**config.mk**
```make
export PLATFORM = sky130hd
export DESIGN_NAME = aem_monitor
export DESIGN_NICKNAME = d
export VERILOG_FILES = /design/src/rtl/aem_pkg.sv /design/src/rtl/aem_ts_counter.sv /design/src/rtl/aem_event_bank.sv /design/src/rtl/aem_release_fsm.sv /design/src/rtl/aem_monitor.sv
export SDC_FILE = /design/constraint.sdc
export NUM_CORES = 1
export LEC_CHECK = 0
export BUFFER_PORTS_ARGS = -buffer_cell sky130_fd_sc_hd__buf_2
export CORE_ASPECT_RATIO = 2
export CORE_MARGIN = 4
export CORE_UTILIZATION = 53
export DETAILED_ROUTE_END_ITERATION = 8
export PLACE_DENSITY = 0.86
export SKIP_CTS_REPAIR_TIMING = 1
export SLEW_MARGIN = 20
export SYNTH_ARGS = -nofsm -noshare
export SYNTH_HDL_FRONTEND = slang
export SYNTH_HIERARCHICAL = 1
export SYNTH_SLANG_ARGS = --single-unit
```
**constraint.sdc**
```tcl
create_clock -name clk -period 1.3 [get_ports clk]
set_input_delay 0.26 -clock clk [delete_from_list [all_inputs] [get_ports clk]]
set_output_delay 0.26 -clock clk [all_outputs]
set_load 0.01 [all_outputs]
```
**src/rtl/aem_pkg.sv**
```systemverilog
package aem_pkg;
    typedef enum logic [0:0] {
        ST_IDLE  = 1'b0,
        ST_SERVE = 1'b1
    } rel_state_e;
endpackage

```
**src/rtl/aem_ts_counter.sv**
```systemverilog
module aem_ts_counter #(
    parameter int TS_W = 16
) (
    input  logic            clk,
    input  logic            rst_n,
    output logic [TS_W-1:0] ts
);
    logic [TS_W-1:0] ts_q;

    always_ff @(posedge clk) begin
        if (!rst_n) ts_q <= '0;
        else        ts_q <= ts_q + 1'b1;
    end

    assign ts = ts_q;
endmodule

```
**src/rtl/aem_event_bank.sv**
```systemverilog
module aem_event_bank #(
    parameter int N_FW = 4,
    parameter int TS_W = 16
) (
    input  logic                 clk,
    input  logic                 rst_n,
    input  logic [N_FW-1:0]      flag,
    input  logic                 clr_en,
    input  logic [N_FW-1:0]      clr_mask,
    input  logic [TS_W-1:0]      ts,
    output logic [N_FW-1:0]      main_q,
    output logic [N_FW*TS_W-1:0] stamps
);
    for (genvar g = 0; g < N_FW; g++) begin : g_fw
        logic            hit_q;
        logic [TS_W-1:0] stamp_q;

        // a flag on the same edge wins over a clear
        always_ff @(posedge clk) begin
            if (!rst_n) begin
                hit_q   <= 1'b0;
                stamp_q <= '0;
            end else if (flag[g]) begin
                hit_q   <= 1'b1;
                stamp_q <= ts;
            end else if (clr_en && clr_mask[g]) begin
                hit_q   <= 1'b0;
            end
        end

        assign main_q[g]                 = hit_q;
        assign stamps[g*TS_W +: TS_W]    = stamp_q;
    end
endmodule

```
**src/rtl/aem_release_fsm.sv**
```systemverilog
module aem_release_fsm
    import aem_pkg::*;
#(
    parameter int N_FW = 4,
    localparam int IW  = (N_FW > 1) ? $clog2(N_FW) : 1
) (
    input  logic            clk,
    input  logic            rst_n,
    input  logic [N_FW-1:0] flag,
    input  logic            upd_done,
    output logic [N_FW-1:0] block,
    output logic            serve_valid,
    output logic [IW-1:0]   serve_id
);
    rel_state_e      state_q, state_d;
    logic [IW-1:0]   head_q, head_d, pick;
    logic [N_FW-1:0] blocked_q, clr;

    // lowest set bit has priority
    always_comb begin
        pick = '0;
        for (int i = N_FW - 1; i >= 0; i--) begin
            if (blocked_q[i]) pick = IW'(i);
        end
    end

    always_comb begin
        state_d = state_q;
        head_d  = head_q;
        clr     = '0;
        unique case (state_q)
            ST_IDLE: begin
                if (|blocked_q) begin
                    state_d = ST_SERVE;
                    head_d  = pick;
                end
            end
            ST_SERVE: begin
                if (upd_done) begin
                    state_d     = ST_IDLE;
                    clr[head_q] = 1'b1;
                end
            end
            default: state_d = ST_IDLE;
        endcase
    end

    // state register
    always_ff @(posedge clk) begin
        if (!rst_n) begin
            state_q   <= ST_IDLE;
            head_q    <= '0;
            blocked_q <= '0;
        end else begin
            state_q   <= state_d;
            head_q    <= head_d;
            blocked_q <= (blocked_q & ~clr) | flag;
        end
    end

    // outputs
    always_comb begin
        block       = blocked_q;
        serve_valid = (state_q == ST_SERVE);
        serve_id    = head_q;
    end
endmodule

```
**src/rtl/aem_monitor.sv**
```systemverilog
module aem_monitor #(
    parameter int N_FW  = 4,
    parameter int TS_W  = 16,
    parameter int RD_W  = 32,
    localparam int AW   = $clog2(N_FW + 2),
    localparam int IW   = (N_FW > 1) ? $clog2(N_FW) : 1
) (
    input  logic            clk,
    input  logic            rst_n,
    input  logic [N_FW-1:0] attack_flag,
    input  logic            upd_done,
    input  logic [AW-1:0]   reg_addr,
    input  logic            reg_wr,
    input  logic [N_FW-1:0] reg_wdata,
    output logic [RD_W-1:0] reg_rdata,
    output logic            irq,
    output logic [N_FW-1:0] fw_block,
    output logic            serve_valid,
    output logic [IW-1:0]   serve_id
);
    localparam logic [AW-1:0] TS_ADDR = AW'(N_FW + 1);

    logic [TS_W-1:0]      ts;
    logic [N_FW-1:0]      main_q;
    logic [N_FW*TS_W-1:0] stamps;
    logic                 clr_en;

    assign clr_en = reg_wr && (reg_addr == '0);

    aem_ts_counter #(.TS_W(TS_W)) u_ts (
        .clk  (clk),
        .rst_n(rst_n),
        .ts   (ts)
    );

    aem_event_bank #(.N_FW(N_FW), .TS_W(TS_W)) u_bank (
        .clk     (clk),
        .rst_n   (rst_n),
        .flag    (attack_flag),
        .clr_en  (clr_en),
        .clr_mask(reg_wdata),
        .ts      (ts),
        .main_q  (main_q),
        .stamps  (stamps)
    );

    aem_release_fsm #(.N_FW(N_FW)) u_rel (
        .clk        (clk),
        .rst_n      (rst_n),
        .flag       (attack_flag),
        .upd_done   (upd_done),
        .block      (fw_block),
        .serve_valid(serve_valid),
        .serve_id   (serve_id)
    );

    assign irq = |main_q;

    always_comb begin
        reg_rdata = '0;
        if (reg_addr == '0) begin
            reg_rdata[N_FW-1:0] = main_q;
        end else if (reg_addr == TS_ADDR) begin
            reg_rdata[TS_W-1:0] = ts;
        end else begin
            for (int i = 0; i < N_FW; i++) begin
                if (reg_addr == AW'(i + 1)) reg_rdata[TS_W-1:0] = stamps[i*TS_W +: TS_W];
            end
        end
    end
endmodule

```
# --- Yosys cells after proc, flatten, opt, wreduce, memory -nomap -nowiden ---
# Cells that the tools add are included.
op_classes:
  addsub: 1
  order_cmp: 2
  n_eq_ne: 5
  n_mux: 26
  n_bitwise: 4
  n_reduce_logical: 14
op_table:
  columns: ["cell", "count"]
  rows:
  - ["2-to-1 mux 16 bit", 5]
  - ["adder 16 x 1 -> 16 bit (second input constant)", 1]
  - ["2-to-1 mux 12 bit", 1]
  - ["2-to-1 mux 4 bit", 3]
  - ["2-to-1 mux 1 bit", 11]
  - ["2-to-1 mux 2 bit", 4]
  - ["nonzero test 2 bit", 4]
  - ["OR reduction 4 bit", 2]
  - ["equality test 3 x 2 -> 1 bit (second input constant)", 2]
  - ["equality test 3 bit (second input constant)", 2]
  - ["logical AND 1 bit", 6]
  - ["AND 4 bit", 1]
  - ["NOT 4 bit", 1]
  - ["OR 4 bit", 1]
  - ["equality test 3 x 1 -> 1 bit (second input constant)", 1]
  - ["zero test 3 bit", 1]
  - ["< comparator 2 x 3 -> 1 bit (second input constant)", 1]
  - ["demux 1 bit (select 2 bit)", 1]
  - [">= comparator 2 x 1 -> 1 bit (second input constant)", 1]
  - ["one-hot mux 1 bit (2 select lines)", 1]
  - ["AND reduction 2 bit", 1]
  - ["NOT 1 bit", 1]
totals:
  regBits: 91
  output_inout_bits: 40

# --- Depth between registers and ports, before layout ---
depth:
  word_depth: 9
  ltp_mapped: 6
  mapped_depth_nobuf: 4

# --- Hierarchy ---
# The synthesis kept the hierarchy.
by_module_without_submodules:
  columns: ["module", "instances", "cells_per_inst", "area_per_inst_um2", "seq_area_each_um2"]
  rows:
  - ["aem_event_bank", 1, 227, 2656.3, 1361.3]
  - ["aem_monitor", 1, 121, 933.4, 0.0]
  - ["aem_ts_counter", 1, 82, 729.4, 320.3]
  - ["aem_release_fsm", 1, 34, 287.8, 140.1]

# --- Worst setup path before layout ---
# OpenSTA, ideal clock, no wires.
synth_path:
  kind: "register to register"
  start: "register u_ts.ts_q[0], in the netlist u_ts/ts[0]"
  end: "register u_ts.ts_q[10], in the netlist u_ts/ts[10]"
  setup_time_ns: 0.071
  t_arrival_ns: 1.400
  slack_ns: -0.170
  stages_incl_launch_ff: 5
  period_less_slack_ns: 1.470
  cell_sequence: "dfxtp_1 -> ha_1 -> nand2_1 -> or4_1 -> a21oi_1"
synth_via:
  elab_chain_len: 1
synth_lines:
  columns: ["element", "line", "source"]
  rows:
  - ["from (decl)", "aem_ts_counter.sv:8", "logic [TS_W-1:0] ts_q;"]
  - ["from (signal assigned)", "aem_ts_counter.sv:12", "else ts_q <= ts_q + 1'b1;"]
  - ["adder 16 x 1 -> 16 bit", "aem_ts_counter.sv:12", null]
# Every way passes these cells.
# A chain may end at the register's enable or synchronous reset.

# --- Final worst setup path ---
layout_path:
  start: "register u_ts.ts_q[4], in the netlist u_ts/ts[4]"
  end: "output reg_rdata[4]"
layout_via:
  elab_chain_len: 2
layout_lines:
  columns: ["element", "line", "source"]
  rows:
  - ["2-to-1 mux 16 bit", "aem_monitor.sv:63", "end else if (reg_addr == TS_ADDR) begin"]
  - ["2-to-1 mux 12 bit", "aem_monitor.sv:61", "if (reg_addr == '0) begin"]
  - ["to (decl)", "aem_monitor.sv:15", "output logic [RD_W-1:0] reg_rdata,"]
# Every way passes these cells.

==> impl_results.md <==
- RSZ-0062 raised after global routing: true
- Die area: a little over 10000 µm²
- RePlAce Congestion: ~0.84
- Setup CP Type: reg -> out
- Total Nets Final: ~570
- Starting Density: 0.548
- Final worst slack: -0.404 ns
- Final core utilization: 0.701
- Fin. Hold Viols: 0
- Final non-filler cell total: 653
- Root Buffer Master: clkbuf_16
- Post-DP HPWL: roughly 7400 µm
- Row cnt: 47
- TritonCTS clock tree: yes
- WP data required: ~1.0 ns
- CTS buffer count: 9
- Hold WS: around 0.10 ns
- Vert. Die Dim: 140 µm
- Cells after DPL: around 620
- DRT Pass-1 Iters: 6
- Crit. End Element: output pin
- Syn-to-layout area delta: 28.0%
- Gr ovfl total: 0
- Final Setup Violations: 25
- Clock skew: about 0.010 ns
- Power per Cell Area: around 1000 nW/µm²
- Hold WC Path Type: in -> reg
- YS warnings: 6
- Wire length after detailed routing: ~14000 µm
- Register area share after synthesis: 0.395
- Area leader, netlist: dfxtp_1
- Mapped Cells: around 460
- Post-Syn Area: around 4600 µm²
- Number of remaining DRC errors: 0
- Final min period: between 1.5 and 2 ns
- Buffers on Ports: 38
- Vias per cell: about 6.2
- Clock transition at path regs: 0.06 ns
- Initial antenna violation count: 0
- CTS Buffer Depth: 2
- Number of global-route vias before repair: ~3700
- Total GRT Usage: 0.217
- Share of cells above drive strength 1: 0.377
- CP max FO: 4
- Max Cap Viol: 0
- # IOs: 55
- Largest net degree at the start of global routing: 31
- Crit share post-route: 1.31
- Cell variety after synth: between 40 and 50
- Fmax: 587 MHz
- H-tree levels: 3
- 1st-iter DRT viols: roughly 360
- Filler cells: 560
- Max Slew Vio Count: 0
- Skew-Pair Late Insertion Delay: roughly 0.34 ns
- Routed WL per cell: about 21 µm
- DR vias: slightly above 4000
- Clk sink count: 91
- Dominant cells by area after synthesis: dfxtp_1 40%, mux2i_1 17%, nor2b_1 8.3%
- N_diodes: 0
- Post-synth top area share: 0.395
- Synth Area per Inst: between 9 and 10 µm²
- Core area: 8410 µm²
- P_leak: 2.63 nW
- Die Wd: about 74 µm
- Failing checks: negative setup slack
- Crit path launch type: flop
- Status: complete, but fails checks
- Synth Register Bits: 91
- Final ANT Viol Nets: 0
- First-pass GRT wire length: ~18000 µm
- VDD IR max: approximately 0.67 mV
- Crit path DAT: between 1 and 1.5 ns
[placed cells by master (no fill, tap or decap), types with 7 or more instances in the layout]
master,count
buf_4,56
buf_2,36
dfxtp_1,66
clkbuf_16,10
dfxtp_2,18
buf_6,8
mux2_4,10
nor2_1,23
dfxtp_4,7
a21oi_1,21
nor2b_1,61
mux2i_1,76
buf_12,8
mux2_2,12
a221oi_2,11
nand2_1,10
conb_1,16
inv_1,13
[final cells by class]
| cell class | instances | area, µm² | share of cell area |
|---|---|---|---|
| inverters | 13 | 48.8 | 0.00827 |
| clock inverters | 1 | 7.51 | 0.00127 |
| flip-flops and latches | 91 | 1870 | 0.317 |
| well taps | 98 | 123 | 0.0208 |
| repair buffers | 111 | 918 | 0.156 |
| multi-input cells | 325 | 2660 | 0.450 |
| clock buffers | 14 | 274 | 0.0465 |
[sequential cells by signal (all words and copies together) (netlist names)]
name	flops
u_rel/serve_id	2
u_ts/ts	16
u_rel/serve_valid	1
u_bank/g_fw.hit_q	4
u_bank/g_fw.stamp_q	64
u_rel/block	4
[report_power, final]
part / total [mW] / internal (mW) / switching [mW]
clock: 2.48 / 1.44 / 1.04
sequential: 2.91 / 2.84 / 0.0703
combinational: 0.800 / 0.370 / 0.430
total: 6.19 / 4.65 / 1.54
[worst max-delay path, cell delays in order, from the launching register on]
cell,delay (ns)
dfxtp_4,0.36
mux2_2,0.27
a221oi_2,0.25
nor2_1,0.08
buf_2,0.15
[synthesized netlist by cell type, drive strengths merged]
library cell and n:
clkbuf 8, o22ai 1, o31ai 4, buf 43, or3 4, mux2 22
dfxtp 91, nand3 8, o221a 2, and2b 5, conb 1, o32a 2
and2 1, inv 13, a221oi 11, nor2b 61, nor4 5, a211oi 2
a21o 2, nand2 11, nor4b 1, mux2i 78, o211ai 1, ha 1
nor2 23, a31oi 5, o21ai 14, a41oi 1, xnor2 1, a21oi 25
nand4 4, nand2b 5, or4 5, a22oi 1, xor2 2
[worst paths after layout]
check | startpoint | end | slack [ns] | depth (start not counted)
worst max-delay path | u_ts/ts[4] | reg_rdata[4] | -0.40 | 4
worst min-delay path | reg_wdata[1] | u_bank/g_fw[1].hit_q | 0.10 | 2
worst max register to register | u_ts/ts[4] | u_ts/ts[9] | -0.16 | 4
worst min register to register | u_bank/g_fw[0].stamp_q[13] | u_bank/g_fw[0].stamp_q[13] | 0.52 | 2
[per-stage QoR]
| step | setup TNS (ns) | instance area [µm²] | power [mW] | setup WS, ns |
|---|---|---|---|---|
| after floorplan | -0.794 | 4710 | 3.46 | -0.0831 |
| after global placement | -7.49 | 5080 | 3.61 | -0.492 |
| after CTS | -8.79 | 5360 | 6.07 | -0.520 |
| final | -6.43 | 5900 | 6.19 | -0.404 |
| after global routing | -7.52 | 5900 | 6.40 | -0.455 |
| after detailed placement | -8.28 | 5080 | 3.64 | -0.526 |
[layer usage]
layer / GRT usage / part of all wire / up-vias
met5: 0 / 0 / -
met4: 0.112 / 0.048 / 0
met3: 0.0339 / 0.066 / 63
met2: 0.373 / 0.52 / 274
met1: 0.250 / 0.36 / 1955
li1: - / - / 1785
[cells by family after synthesis]
kind of cell	after synthesis	share of synthesized area
simple gates	133	0.168
mux	100	0.227
flops	91	0.395
compound gates	71	0.100
buf+inv	64	0.100
xor+xnor	3	0.00570
fa+ha+maj	1	0.00272
other cells	1	0.000814
Note: power is estimated with default switching activity, not from simulation.
